==> src/rtl/ftick_pkg.sv <==
package ftick_pkg;

  // Status byte layout
  localparam int ST_ANY_BIT = 7;
  localparam int ST_RTC_BIT = 3;
  localparam int ST_END_BIT = 2;

  // Clear register layout
  localparam int CL_RTC_BIT = 5;
  localparam int CL_END_BIT = 4;

  // Enable mask layout (same positions as the status flags)
  localparam int EN_RTC_BIT = ST_RTC_BIT;
  localparam int EN_END_BIT = ST_END_BIT;

  typedef struct packed {
    logic rtc;
    logic pic_end;
  } src_t;

  // Set has priority over clear.
  function automatic logic flag_next(input logic cur, input logic set_ev,
                                     input logic clr_ev);
    return set_ev | (cur & ~clr_ev);
  endfunction

  // Any flag that is both pending and enabled.
  function automatic logic any_enabled(input src_t pend, input src_t en);
    return (pend.rtc & en.rtc) | (pend.pic_end & en.pic_end);
  endfunction

  // Terminal count of the delay timer: the tick that completes the delay.
  function automatic logic delay_done(input int unsigned cnt,
                                      input int unsigned limit);
    return (cnt + 1) == limit;
  endfunction

endpackage

==> src/rtl/ftick_edge.sv <==
module ftick_edge #(
  parameter bit FALLING = 1'b1
) (
  input  logic clk,
  input  logic rst_n,
  input  logic sig_in,
  output logic edge_o
);
  logic prev_q;

  always_ff @(posedge clk) begin
    if (!rst_n) prev_q <= 1'b0;
    else        prev_q <= sig_in;
  end

  generate
    if (FALLING) begin : g_fall
      assign edge_o = prev_q & ~sig_in;
    end else begin : g_rise
      assign edge_o = ~prev_q & sig_in;
    end
  endgenerate

endmodule

==> src/rtl/ftick_delay.sv <==
module ftick_delay
  import ftick_pkg::*;
#(
  parameter int DELAY_US = 8192,
  parameter int CNT_W    = (DELAY_US > 2) ? $clog2(DELAY_US) : 1
) (
  input  logic clk,
  input  logic rst_n,
  input  logic start_i,
  input  logic tick_i,
  output logic fire_o,
  output logic armed_o
);
  logic             armed_q;
  logic [CNT_W-1:0] cnt_q;
  logic             at_end;

  assign at_end  = delay_done(int'(unsigned'(cnt_q)), DELAY_US);
  assign fire_o  = armed_q & tick_i & at_end & ~start_i;
  assign armed_o = armed_q;

  always_ff @(posedge clk) begin
    if (!rst_n) begin
      armed_q <= 1'b0;
      cnt_q   <= '0;
    end else if (start_i) begin
      armed_q <= 1'b1;
      cnt_q   <= '0;
    end else if (armed_q && tick_i) begin
      if (at_end) begin
        armed_q <= 1'b0;
        cnt_q   <= '0;
      end else begin
        cnt_q <= cnt_q + 1'b1;
      end
    end
  end

  AST_CNT_BOUND: assert property (@(posedge clk) disable iff (!rst_n)
    armed_q |-> (int'(unsigned'(cnt_q)) < DELAY_US));
  AST_FIRE_DISARMS: assert property (@(posedge clk) disable iff (!rst_n)
    fire_o |=> !armed_q);
  AST_IDLE_SILENT: assert property (@(posedge clk) disable iff (!rst_n)
    !armed_q |-> !fire_o);
  AST_START_REARMS: assert property (@(posedge clk) disable iff (!rst_n)
    start_i |=> (armed_q && cnt_q == '0));

endmodule

==> src/rtl/ftick_lineend.sv <==
module ftick_lineend (
  input  logic clk,
  input  logic rst_n,
  input  logic last_line_i,
  input  logic hsync_fall_i,
  output logic fire_o
);
  logic seen_q;

  assign fire_o = seen_q & ~last_line_i & hsync_fall_i;

  always_ff @(posedge clk) begin
    if (!rst_n)           seen_q <= 1'b0;
    else if (last_line_i) seen_q <= 1'b1;
    else if (fire_o)      seen_q <= 1'b0;
  end

  AST_NO_FIRE_IN_LINE: assert property (@(posedge clk) disable iff (!rst_n)
    last_line_i |-> !fire_o);
  AST_ONE_PER_LINE: assert property (@(posedge clk) disable iff (!rst_n)
    fire_o |=> !seen_q || last_line_i);

endmodule

==> src/rtl/ftick_flags.sv <==
module ftick_flags
  import ftick_pkg::*;
#(
  parameter int DATA_W = 8
) (
  input  logic              clk,
  input  logic              rst_n,
  input  src_t              set_i,
  input  logic              clr_we,
  input  logic [DATA_W-1:0] clr_data,
  input  logic              mask_we,
  input  logic [DATA_W-1:0] mask_data,
  output src_t              flags_o,
  output src_t              mask_o
);
  src_t flags_q, mask_q, clr_hit;

  assign clr_hit.rtc     = clr_we & clr_data[CL_RTC_BIT];
  assign clr_hit.pic_end = clr_we & clr_data[CL_END_BIT];

  always_ff @(posedge clk) begin
    if (!rst_n) begin
      flags_q <= '0;
      mask_q  <= '0;
    end else begin
      flags_q.rtc     <= flag_next(flags_q.rtc, set_i.rtc, clr_hit.rtc);
      flags_q.pic_end <= flag_next(flags_q.pic_end, set_i.pic_end, clr_hit.pic_end);
      if (mask_we) begin
        mask_q.rtc     <= mask_data[EN_RTC_BIT];
        mask_q.pic_end <= mask_data[EN_END_BIT];
      end
    end
  end

  assign flags_o = flags_q;
  assign mask_o  = mask_q;

  logic unused_wr_bits;
  assign unused_wr_bits = ^{clr_data[DATA_W-1:CL_RTC_BIT+1], clr_data[CL_END_BIT-1:0],
                            mask_data[DATA_W-1:EN_RTC_BIT+1], mask_data[EN_END_BIT-1:0]};

  AST_SET_WINS_RTC: assert property (@(posedge clk) disable iff (!rst_n)
    set_i.rtc |=> flags_q.rtc);
  AST_SET_WINS_END: assert property (@(posedge clk) disable iff (!rst_n)
    set_i.pic_end |=> flags_q.pic_end);
  AST_CLR_RTC: assert property (@(posedge clk) disable iff (!rst_n)
    (clr_hit.rtc && !set_i.rtc) |=> !flags_q.rtc);
  AST_CLR_END: assert property (@(posedge clk) disable iff (!rst_n)
    (clr_hit.pic_end && !set_i.pic_end) |=> !flags_q.pic_end);
  AST_HOLD_RTC: assert property (@(posedge clk) disable iff (!rst_n)
    (!clr_hit.rtc && !set_i.rtc) |=> $stable(flags_q.rtc));
  AST_HOLD_END: assert property (@(posedge clk) disable iff (!rst_n)
    (!clr_hit.pic_end && !set_i.pic_end) |=> $stable(flags_q.pic_end));
  AST_MASK_HOLD: assert property (@(posedge clk) disable iff (!rst_n)
    !mask_we |=> $stable(mask_q));

endmodule

==> src/rtl/frame_tick_irq.sv <==
module frame_tick_irq
  import ftick_pkg::*;
#(
  parameter int DELAY_US = 8192,
  parameter int DATA_W   = 8
) (
  input  logic              clk,
  input  logic              rst_n,
  input  logic              us_tick,
  input  logic              vsync_in,
  input  logic              hsync_in,
  input  logic              last_line_in,
  input  logic              clr_we,
  input  logic [DATA_W-1:0] clr_data,
  input  logic              mask_we,
  input  logic [DATA_W-1:0] mask_data,
  output logic [DATA_W-1:0] status,
  output logic              irq
);
  // Internal events brought out as named wires
  logic vsync_fall, hsync_fall;
  logic rtc_fire, end_fire, rtc_armed;
  src_t set_ev, flags, mask;

  ftick_edge #(.FALLING(1'b1)) u_vs_edge (
    .clk(clk), .rst_n(rst_n), .sig_in(vsync_in), .edge_o(vsync_fall));

  ftick_edge #(.FALLING(1'b1)) u_hs_edge (
    .clk(clk), .rst_n(rst_n), .sig_in(hsync_in), .edge_o(hsync_fall));

  ftick_delay #(.DELAY_US(DELAY_US)) u_delay (
    .clk(clk), .rst_n(rst_n), .start_i(vsync_fall), .tick_i(us_tick),
    .fire_o(rtc_fire), .armed_o(rtc_armed));

  ftick_lineend u_lineend (
    .clk(clk), .rst_n(rst_n), .last_line_i(last_line_in),
    .hsync_fall_i(hsync_fall), .fire_o(end_fire));

  assign set_ev.rtc     = rtc_fire;
  assign set_ev.pic_end = end_fire;

  ftick_flags #(.DATA_W(DATA_W)) u_flags (
    .clk(clk), .rst_n(rst_n), .set_i(set_ev), .clr_we(clr_we),
    .clr_data(clr_data), .mask_we(mask_we), .mask_data(mask_data),
    .flags_o(flags), .mask_o(mask));

  assign irq = any_enabled(flags, mask);

  always_comb begin
    status             = '0;
    status[ST_ANY_BIT] = irq;
    status[ST_RTC_BIT] = flags.rtc;
    status[ST_END_BIT] = flags.pic_end;
  end

  AST_IRQ_HAS_CAUSE: assert property (@(posedge clk) disable iff (!rst_n)
    irq |-> (flags.rtc || flags.pic_end));
  AST_RTC_NEEDS_ARM: assert property (@(posedge clk) disable iff (!rst_n)
    rtc_fire |-> rtc_armed);
  AST_RTC_ONLY_ON_FIRE: assert property (@(posedge clk) disable iff (!rst_n)
    $rose(flags.rtc) |-> $past(rtc_fire));

endmodule

==> config.mk <==
export PLATFORM = sky130hd
export DESIGN_NAME = frame_tick_irq
export DESIGN_NICKNAME = d
export VERILOG_FILES = /design/src/rtl/ftick_pkg.sv /design/src/rtl/ftick_edge.sv /design/src/rtl/ftick_delay.sv /design/src/rtl/ftick_lineend.sv /design/src/rtl/ftick_flags.sv /design/src/rtl/frame_tick_irq.sv
export SDC_FILE = /design/constraint.sdc
export NUM_CORES = 1
export LEC_CHECK = 0
export BUFFER_PORTS_ARGS = -buffer_cell sky130_fd_sc_hd__buf_2
export CAP_MARGIN = 20
export CORE_MARGIN = 1
export CORE_UTILIZATION = 42
export DETAILED_ROUTE_END_ITERATION = 10
export PLACE_DENSITY = 0.65
export SLEW_MARGIN = 20
export SYNTH_ARGS = -nofsm -noshare
export SYNTH_HDL_FRONTEND = slang
export SYNTH_HIERARCHICAL = 1
export SYNTH_SLANG_ARGS = --single-unit
==> constraint.sdc <==
create_clock -name clk -period 1.9 [get_ports clk]
set_input_delay 0.19 -clock clk [delete_from_list [all_inputs] [get_ports clk]]
set_output_delay 0.19 -clock clk [all_outputs]
set_load 0.05 [all_outputs]
==> summary.txt <==
vias in the first global route = 770
CP Data Arrival Time = 1.86 ns
Post-CTS Resized = 0
Max Cap Violations = 0
syn avg cell area = 8.88 sq um
pre-CTS setup slack = 0.312 ns
Root Buffer = clkbuf_4
Worst EP required = 2.13 ns
status = finished clean
final worst setup slack = 0.271 ns
Post-DRT Antenna Nets = 0
CTS tree = done
Largest stage delay, worst path = 0.51 ns
Starting Density = 0.457
antenna violations before repair = 0
f_max = 614 MHz
Crit Path Max Fanout = 6
clk buf depth = 2
final WL = 1920 um
register area = 420 sq um
post-DP HPWL = 1450 um
Cells after Synth = 116
LEAKAGE = 0.413 nW
design area = 0.00112 sq mm
Initial DRC Count = 33
Ys Warns = 6
Placement Cell Area = 0.00109 sq mm
Final Max Slew Viols = 0
first-pass GRT wire length = 3250 um
Area growth syn-to-layout = 8.87%
cell family with most CP delay = simple AND/OR/NAND/NOR gates
GRT Total Usage = 0.165
IR Drop Worst-Case VDD = 0.476 mV
multi-input logic area = 542 sq um
standard-cell row count = 17
Worst setup SP type = register
Crit-path slowest cell = or4_1
Clock Skew = 0.00221 ns
Critical Setup Path Class = reg -> reg
kind of end point of the critical path = register
Clock transition at path regs = 0.11 ns
EDFF count, synth = 0
H-tree depth = 1
RSZ-0062 raised after global routing = no
fraction of layout cells with a size suffix above 1 = 0.206
nets = 157
Hold WC Path Type = in -> reg
PwrDens = 652 mW/mm^2
Slew headroom = 0.638
Core ar. = 0.00225 sq mm
mapped cell area = 0.00103 sq mm
die area = 0.00265 sq mm
Final Hold Vio Count = 0
routed vias/inst = 5.50
Die Y-Extent = 51.5 um
Critical path buffers and inverters = 0
TritonCTS Buffers = 3
crit path cell chain = ha_1, nand4_2, or4_1, a21oi_1
Top-Level Pins = 33
CTS sink count = 21
DR pass1 iterations = 4
final setup fails = 0
ANT cells = 0
DRC violation count after routing = 0
Worst-Margin Slew = 0.542 ns
grt ovf = 0
final worst-path cycle share = 0.857
setup TNS = 0 ns
clk_lat worst skew = 0.30 ns
post-synthesis register bit count = 21
port bufs = 15
Synth async-reset ratio = 0
DR WL/cell = 12.1 um
largest net degree at the start of global routing = 12
main flop type after synthesis = dfxtp_1
hold buffer count at CTS = 0
min Tclk post-route = 1.63 ns
Die X = 51.5 um
via count = 875
synth unique cells = 32
Post-CTS Setup Bufs = 0
Fillers = 253
routability cong. = 0.739
sequential element share of the synthesized area = 0.408
==> synth_stat cells, drive strengths merged (2+ instances only) <==
library cell	instances	area [sq um]
a21oi	6	30.0
a31oi	3	18.8
and2	3	22.5
and2b	2	17.5
buf	7	56.3
dfxtp	21	420
inv	6	22.5
mux2i	5	50.1
nand2	8	30.0
nand2b	3	18.8
nand3	7	35.0
nand4	5	43.8
nor2	3	11.3
nor2b	4	25.0
nor4	5	31.3
o21a	2	15.0
o21ai	6	30.0
o31ai	4	30.0
or4	4	30.0
xnor2	2	17.5
==> registers in the layout, summed over array words and instances, names as in the netlist <==
name and count:
u_delay/armed_o 1, u_flags/mask_o 2, u_hs_edge/prev_q 1, u_vs_edge/prev_q 1
u_lineend/seen_q 1, u_flags/flags_o 2, u_delay/cnt_q 13
==> final cells by class <==
class	count	area share
multi-input cells	85	0.483
flip-flops and latches	21	0.375
repair buffers	15	0.0670
well taps	28	0.0312
clock buffers	4	0.0234
inverters	6	0.0201
==> power by group <==
| part | switching [mW] | leakage [nW] | internal (mW) |
|---|---|---|---|
| clock | 0.129 | 0.0150 | 0.0818 |
| sequential | 0.00522 | 0.171 | 0.448 |
| combinational | 0.0447 | 0.228 | 0.0216 |
==> stage by stage <==
stage / power (mW) / hold slack, ns / utilization / instances
after floorplan: 0.520 / 0.290 / - / 120
after global placement: 0.528 / 0.375 / 0.486 / 155
after detailed placement: 0.530 / 0.381 / 0.486 / 155
after CTS: 0.742 / 0.0425 / 0.497 / 159
after global routing: 0.770 / 0.0436 / 0.497 / 159
final: 0.730 / 0.0596 / 0.497 / 159
==> placed cells by master, fill, tap and decap left out, drive strengths merged <==
cell and count:
nor2b 4, nand4 5, or3 1, a21oi 6
nor3 1, nor2 3, and2b 2, xnor2 2
nand2b 3, and2 3, mux2i 5, conb 5
clkbuf 4, inv 6, nor3b 1, or4 4
ha 1, o21ai 6, dfxtp 21, nor4 5
nand3 7, and3 1, o21a 2, nand2 8
a22o 1, buf 15, a31oi 3, and3b 1
o31ai 4, o31a 1
==> per-layer routing <==
layer / vias up / global-route usage / share of wire
met5: - / 0 / 0
met4: 0 / 0.0495 / 0.0068
met3: 2 / 0.0614 / 0.053
met2: 24 / 0.260 / 0.48
met1: 406 / 0.210 / 0.46
li1: 443 / - / -
==> final timing paths <==
| kind | startpoint | to | slack, ns | cells after the start |
|---|---|---|---|---|
| max reg2reg | u_delay/cnt_q[0] | u_delay/cnt_q[10] | 0.27 | 4 |
| max | u_delay/cnt_q[0] | u_delay/cnt_q[10] | 0.27 | 4 |
| min reg2reg | u_delay/cnt_q[12] | u_delay/cnt_q[12] | 0.49 | 2 |
| min | clr_data[5] | u_flags/flags_o[1] | 0.06 | 2 |
==> cell families (layout without fill, tap and decap cells) <==
group           Yosys count  after routing  share of synthesized area
compound gates           23             23                      0.137
xor+xnor                  2              2                     0.0170
fa+ha+maj                 1              1                     0.0121
buf+inv                  14             25                     0.0802
flops                    21             21                      0.408
mux                       5              5                     0.0486
other cells               1              5                    0.00364
simple gates             49             49                      0.293
No activity file was read; power rests on OpenSTA's default activity.
